### src/rtl/stat_ack_pkg.sv
package stat_ack_pkg;
  // Strobes passed from the access decoder to the flag datapath
  typedef struct packed {
    logic snapLoad;  // capture currently visible flags
    logic rxClr;     // clear captured receive flags
    logic txClr;     // clear captured transmit flags
    logic rxGate;    // receive set pulses allowed
  } ackStrobe_t;
endpackage

### src/rtl/stat_ack_ctrl.sv
module stat_ack_ctrl
  import stat_ack_pkg::*;
(
  input  logic       clk,
  input  logic       rstN,
  input  logic       accValid,
  input  logic       accWrite,
  input  logic       accSel,
  input  logic       accLaneLo,
  input  logic       accLaneHi,
  input  logic       accPair,
  input  logic       rxEnable,
  input  logic       sleepSet,
  input  logic       wakeEvent,
  output ackStrobe_t strobes,
  output logic       sleepMode
);
  logic rdAcc, wrAcc, pairRd, statusRd, dataRd, dataWr;

  always_comb begin
    rdAcc    = accValid && !accWrite;
    wrAcc    = accValid && accWrite;
    pairRd   = rdAcc && accPair;
    statusRd = rdAcc && !accPair && !accSel && (accLaneLo || accLaneHi);
    dataRd   = rdAcc && !accPair && accSel && accLaneLo;
    dataWr   = wrAcc && accSel && accLaneLo;

    strobes.snapLoad = statusRd || pairRd;
    strobes.rxClr    = dataRd || pairRd;
    strobes.txClr    = dataWr;
    strobes.rxGate   = rxEnable && !sleepMode;
  end

  always_ff @(posedge clk) begin
    if (!rstN)                       sleepMode <= 1'b0;
    else if (sleepMode && wakeEvent) sleepMode <= 1'b0;
    else if (sleepSet)               sleepMode <= 1'b1;
  end
endmodule

### src/rtl/stat_ack_dp.sv
module stat_ack_dp
  import stat_ack_pkg::*;
#(
  parameter int RX_FLAGS = 6,
  parameter int TX_FLAGS = 2,
  localparam int NFLAGS  = RX_FLAGS + TX_FLAGS
) (
  input  logic                clk,
  input  logic                rstN,
  input  ackStrobe_t          strobes,
  input  logic [RX_FLAGS-1:0] rxSetPulse,
  input  logic [TX_FLAGS-1:0] txSetPulse,
  output logic [NFLAGS-1:0]   flags
);
  logic [NFLAGS-1:0] snap;
  logic [NFLAGS-1:0] setEff, snapBase, clrHit, flagNext, snapNext;

  for (genvar i = 0; i < NFLAGS; i++) begin : g_bit
    if (i < RX_FLAGS) begin : g_rx
      always_comb begin
        setEff[i] = rxSetPulse[i] && strobes.rxGate;
        clrHit[i] = snapBase[i] && strobes.rxClr;
      end
    end else begin : g_tx
      always_comb begin
        setEff[i] = txSetPulse[i-RX_FLAGS];
        clrHit[i] = snapBase[i] && strobes.txClr;
      end
    end
    always_comb begin
      snapBase[i] = strobes.snapLoad ? flags[i] : snap[i];
      // a set event always beats a clear in the same cycle
      flagNext[i] = setEff[i] || (flags[i] && !clrHit[i]);
      // a capture is consumed by its clear and voided by a later set
      snapNext[i] = snapBase[i] && !clrHit[i] && !setEff[i];
    end
  end

  always_ff @(posedge clk) begin
    if (!rstN) begin
      flags <= '0;
      snap  <= '0;
    end else begin
      flags <= flagNext;
      snap  <= snapNext;
    end
  end
endmodule

### src/rtl/stat_ack_top.sv
module stat_ack_top
  import stat_ack_pkg::*;
#(
  parameter int RX_FLAGS = 6,
  parameter int TX_FLAGS = 2,
  localparam int NFLAGS  = RX_FLAGS + TX_FLAGS
) (
  input  logic                clk,
  input  logic                rstN,
  input  logic                accValid,
  input  logic                accWrite,
  input  logic                accSel,
  input  logic                accLaneLo,
  input  logic                accLaneHi,
  input  logic                accPair,
  input  logic                rxEnable,
  input  logic                sleepSet,
  input  logic                wakeEvent,
  input  logic [RX_FLAGS-1:0] rxSetPulse,
  input  logic [TX_FLAGS-1:0] txSetPulse,
  output logic [NFLAGS-1:0]   statusOut,
  output logic                sleepMode
);
  ackStrobe_t strobes;

  stat_ack_ctrl u_ctrl (
    .clk(clk), .rstN(rstN), .accValid(accValid), .accWrite(accWrite),
    .accSel(accSel), .accLaneLo(accLaneLo), .accLaneHi(accLaneHi),
    .accPair(accPair), .rxEnable(rxEnable), .sleepSet(sleepSet),
    .wakeEvent(wakeEvent), .strobes(strobes), .sleepMode(sleepMode)
  );

  stat_ack_dp #(.RX_FLAGS(RX_FLAGS), .TX_FLAGS(TX_FLAGS)) u_dp (
    .clk(clk), .rstN(rstN), .strobes(strobes), .rxSetPulse(rxSetPulse),
    .txSetPulse(txSetPulse), .flags(statusOut)
  );
endmodule

### config.mk
export PLATFORM = sky130hd
export DESIGN_NAME = stat_ack_top
export DESIGN_NICKNAME = d
export VERILOG_FILES = /design/src/rtl/stat_ack_pkg.sv /design/src/rtl/stat_ack_ctrl.sv /design/src/rtl/stat_ack_dp.sv /design/src/rtl/stat_ack_top.sv
export SDC_FILE = /design/constraint.sdc
export NUM_CORES = 1
export LEC_CHECK = 0
export BUFFER_PORTS_ARGS = -buffer_cell sky130_fd_sc_hd__buf_2
export CAP_MARGIN = 20
export CORE_ASPECT_RATIO = 0.9
export CORE_MARGIN = 1
export CORE_UTILIZATION = 52
export CTS_CLUSTER_DIAMETER = 80
export DETAILED_ROUTE_END_ITERATION = 16
export PLACE_DENSITY = 0.81
export SLEW_MARGIN = 20
export SYNTH_ARGS = -nofsm -noshare
export SYNTH_HDL_FRONTEND = slang
export SYNTH_SLANG_ARGS = --single-unit
### constraint.sdc
create_clock -name clk -period 2.95 [get_ports clk]
set_clock_uncertainty 0.05 [all_clocks]
set_input_delay 0.59 -clock clk [delete_from_list [all_inputs] [get_ports clk]]
set_output_delay 0.59 -clock clk [all_outputs]
set_load 0.02 [all_outputs]
==> results.py <==
metrics = {
    "clocking": {
        "cts_tree": "yes",
        "cts_buffers": 3,
        "cts.sinks": 17,
        "root_buffer": "clkbuf_4",
        "cts_hold_buf": 0,
        "htree_levels": 1,
        "cts-resized-gates": 0,
        "cts_max_path_buffers": 2,
        "clk_latency_ns": 0.29,
        "post_cts_buffers": 0,
        "clk_pin_slew_ns": 0.09,
    },
    "final_layout": {
        "drive_above_1_share_pct": 26.7,
        "num_antenna_cells": 0,
        "layout.cells.non_filler": 138,
        "area_growth_pct": 14.5,
        "nNetsFinal": 136,
        "fillCellCount": 145,
    },
    "placement": {
        "pre_cts_slack_ns": 1.14,
        "place_congestion": 0.843,
        "post-dp-hpwl_um": 1350,
        "port_buffers": 27,
        "dpl.cell_count": 134,
    },
    "timing": {
        "slew_violations": 0,
        "setup_slack_ns": 1.34,
        "final.setup.tns_ns": 0,
        "setup_viol": 0,
        "hold_violations": 0,
        "slew_headroom_pct": 56.9,
        "worst_pin_slew_ns": 0.647,
        "rsz0062_at_grt": "false",
        "fmax_ghz": 0.620,
        "min_period_ns": 1.61,
        "min_period_over_period_pct": 54.7,
    },
    "yosys": {
        "synth.distinct_cells": 21,
        "synthArstFlopShare_pct": 0,
        "yosysTopAreaCell": "dfxtp_1",
        "ys_top_cells_by_area": "dfxtp_1, o211ai_1, a21boi_0",
        "post_synth_fa_ha_maj_area_fraction_pct": 0,
        "ys_seq_area_share_pct": 38.7,
        "synth_xor_area_share_pct": 0,
        "syn_area_per_cell_sq_um": 9.25,
        "synth_cells": 95,
        "synthesis.area_sq_um": 878,
        "synthSimpleGateAreaFrac_pct": 11.3,
        "synthFlopType": "dfxtp_1",
        "yosys-top-cells-count": "dfxtp_1, o211ai_1, a21boi_0, o31ai_1, a21oi_1",
        "synth_compound_area_share_pct": 43.0,
        "syn_nets": 114,
        "ys_ff_latch": 17,
        "synth.mux.area_fraction_pct": 0,
        "synth_top_family_by_area": "compound AO/OA/AOI/OAI gates",
        "yosysMostFrequentCell": "dfxtp_1",
        "synth_edf_count": 0,
        "yosysTopAreaCellShare_pct": 38.7,
        "ys_warn_count": 0,
    },
    "floorplan": {
        "ioPinCount": 28,
        "dieWidth_um": 45.3,
        "core_area_sq_mm": 0.00151,
        "dieArea_sq_mm": 0.00186,
        "start_util_pct": 58.1,
        "rows": 13,
        "dieHeight_um": 41.0,
    },
    "critical_path": {
        "crit_family": "flip-flops",
        "path_cells": "buf_2",
        "max_stage_delay_ns": 0.47,
        "worstPathMaxFanout": 9,
        "end_kind": "output pin",
        "cp.required_ns": 2.31,
        "arrival_ns": 0.97,
        "crit_path_top_delay_cell": "dfxtp_1",
        "crit_path_start_kind": "register",
        "path_buf_inv": 1,
        "path_class": "register to output pin",
    },
    "min_path": {
        "min_path_type": "input pin to register",
    },
    "run": {
        "cap_violations": 0,
    },
    "global_route": {
        "antenna_found_initial": 0,
        "grt_pass1_wl_um": 3010,
        "grt_pass1_vias": 713,
        "overflow": 0,
        "grt_usage_pct": 23.4,
        "grt_max_degree": 21,
    },
    "routing": {
        "detail_route.wl_per_cell_um": 14.1,
        "drt_iter0_drc": 25,
        "drtPass1Iterations": 4,
        "ant_nets": 0,
        "wirelength_um": 1950,
        "drc": 0,
        "viasPerCell": 6.19,
        "via_count": 854,
    },
    "power": {
        "leakagePower_nw": 0.380,
        "ir_drop_v": 0.000350,
        "p_per_area_mw_per_mm2": 451,
    },
    "status": {
        "status": "complete, no violations",
    },
}
-- path summary, 6_finish.rpt --
path                        to  cells after the start        startpoint  slack (ns)
setup / recovery     sleepMode                      1  u_ctrl.sleepMode        1.34
hold reg to reg   u_dp.snap[4]                      2      u_dp.snap[4]        0.42
hold / removal    u_dp.snap[7]                      2     txSetPulse[1]        0.41
setup reg to reg  u_dp.snap[1]                      3  u_ctrl.sleepMode        1.96
-- through the flow --
stage	instance area (sq um)	power (W)	hold WS [ns]	util [%]
6_report	1010	0.000454	0.413	66.5
5_1_grt	1010	0.000475	0.407	66.5
4_1_cts	1010	0.000453	0.415	66.5
3_5_place_dp	980	0.000335	0.411	64.8
3_3_place_gp	980	0.000333	0.407	64.8
2_1_floorplan	878	0.000309	0.395	-
-- report_power, final --
part           total [W]  internal, W  switching, W
combinational  0.0000835    0.0000322     0.0000513
clock           0.000123    0.0000526     0.0000704
sequential      0.000247     0.000239    0.00000794
-- cell usage in the layout, fill, tap and decap left out, types with 2 or more instances in the layout --
master / count
nand2b_1: 2
a31oi_1: 6
a211oi_1: 2
a21oi_1: 7
o21ai_0: 6
o211ai_1: 14
o31ai_1: 8
nand3b_1: 6
dfxtp_1: 17
buf_2: 27
clkbuf_4: 3
nor2b_1: 2
a21boi_0: 8
o21a_1: 2
-- metal layers --
metal | routed length, um | track usage (%)
met1 | 901 | 29.7
met2 | 890 | 39.1
met3 | 140 | 6.61
met4 | 13 | 6.82
met5 | 0 | 0
-- layout make-up --
cell class                 count  area, sq um  share of cell area (%)
tap                           22         27.5                    2.74
timing repair buffer          27          135                    13.4
sequential                    17          340                    33.8
clock buffer                   4         26.3                    2.61
multi-input combinational     68          477                    47.4
-- sequential cells by signal, indices dropped and copies added (netlist names) --
register          count
u_ctrl.sleepMode      1
u_dp.flags            8
u_dp.snap             8
-- logic make-up after synthesis --
group,after synthesis
AOI/OAI and AO/OA,55
and+or+nand+nor,13
DFF,17
buffers and inverters,10
-- worst reg2reg max path: cells and delay by family (launching register included) --
kind             cells  cell delay [ns]
AO/OA/AOI/OAI        2             0.24
flip-flops           1             0.47
AND/OR/NAND/NOR      1             0.17
No activity file was read; power rests on OpenSTA's default activity.
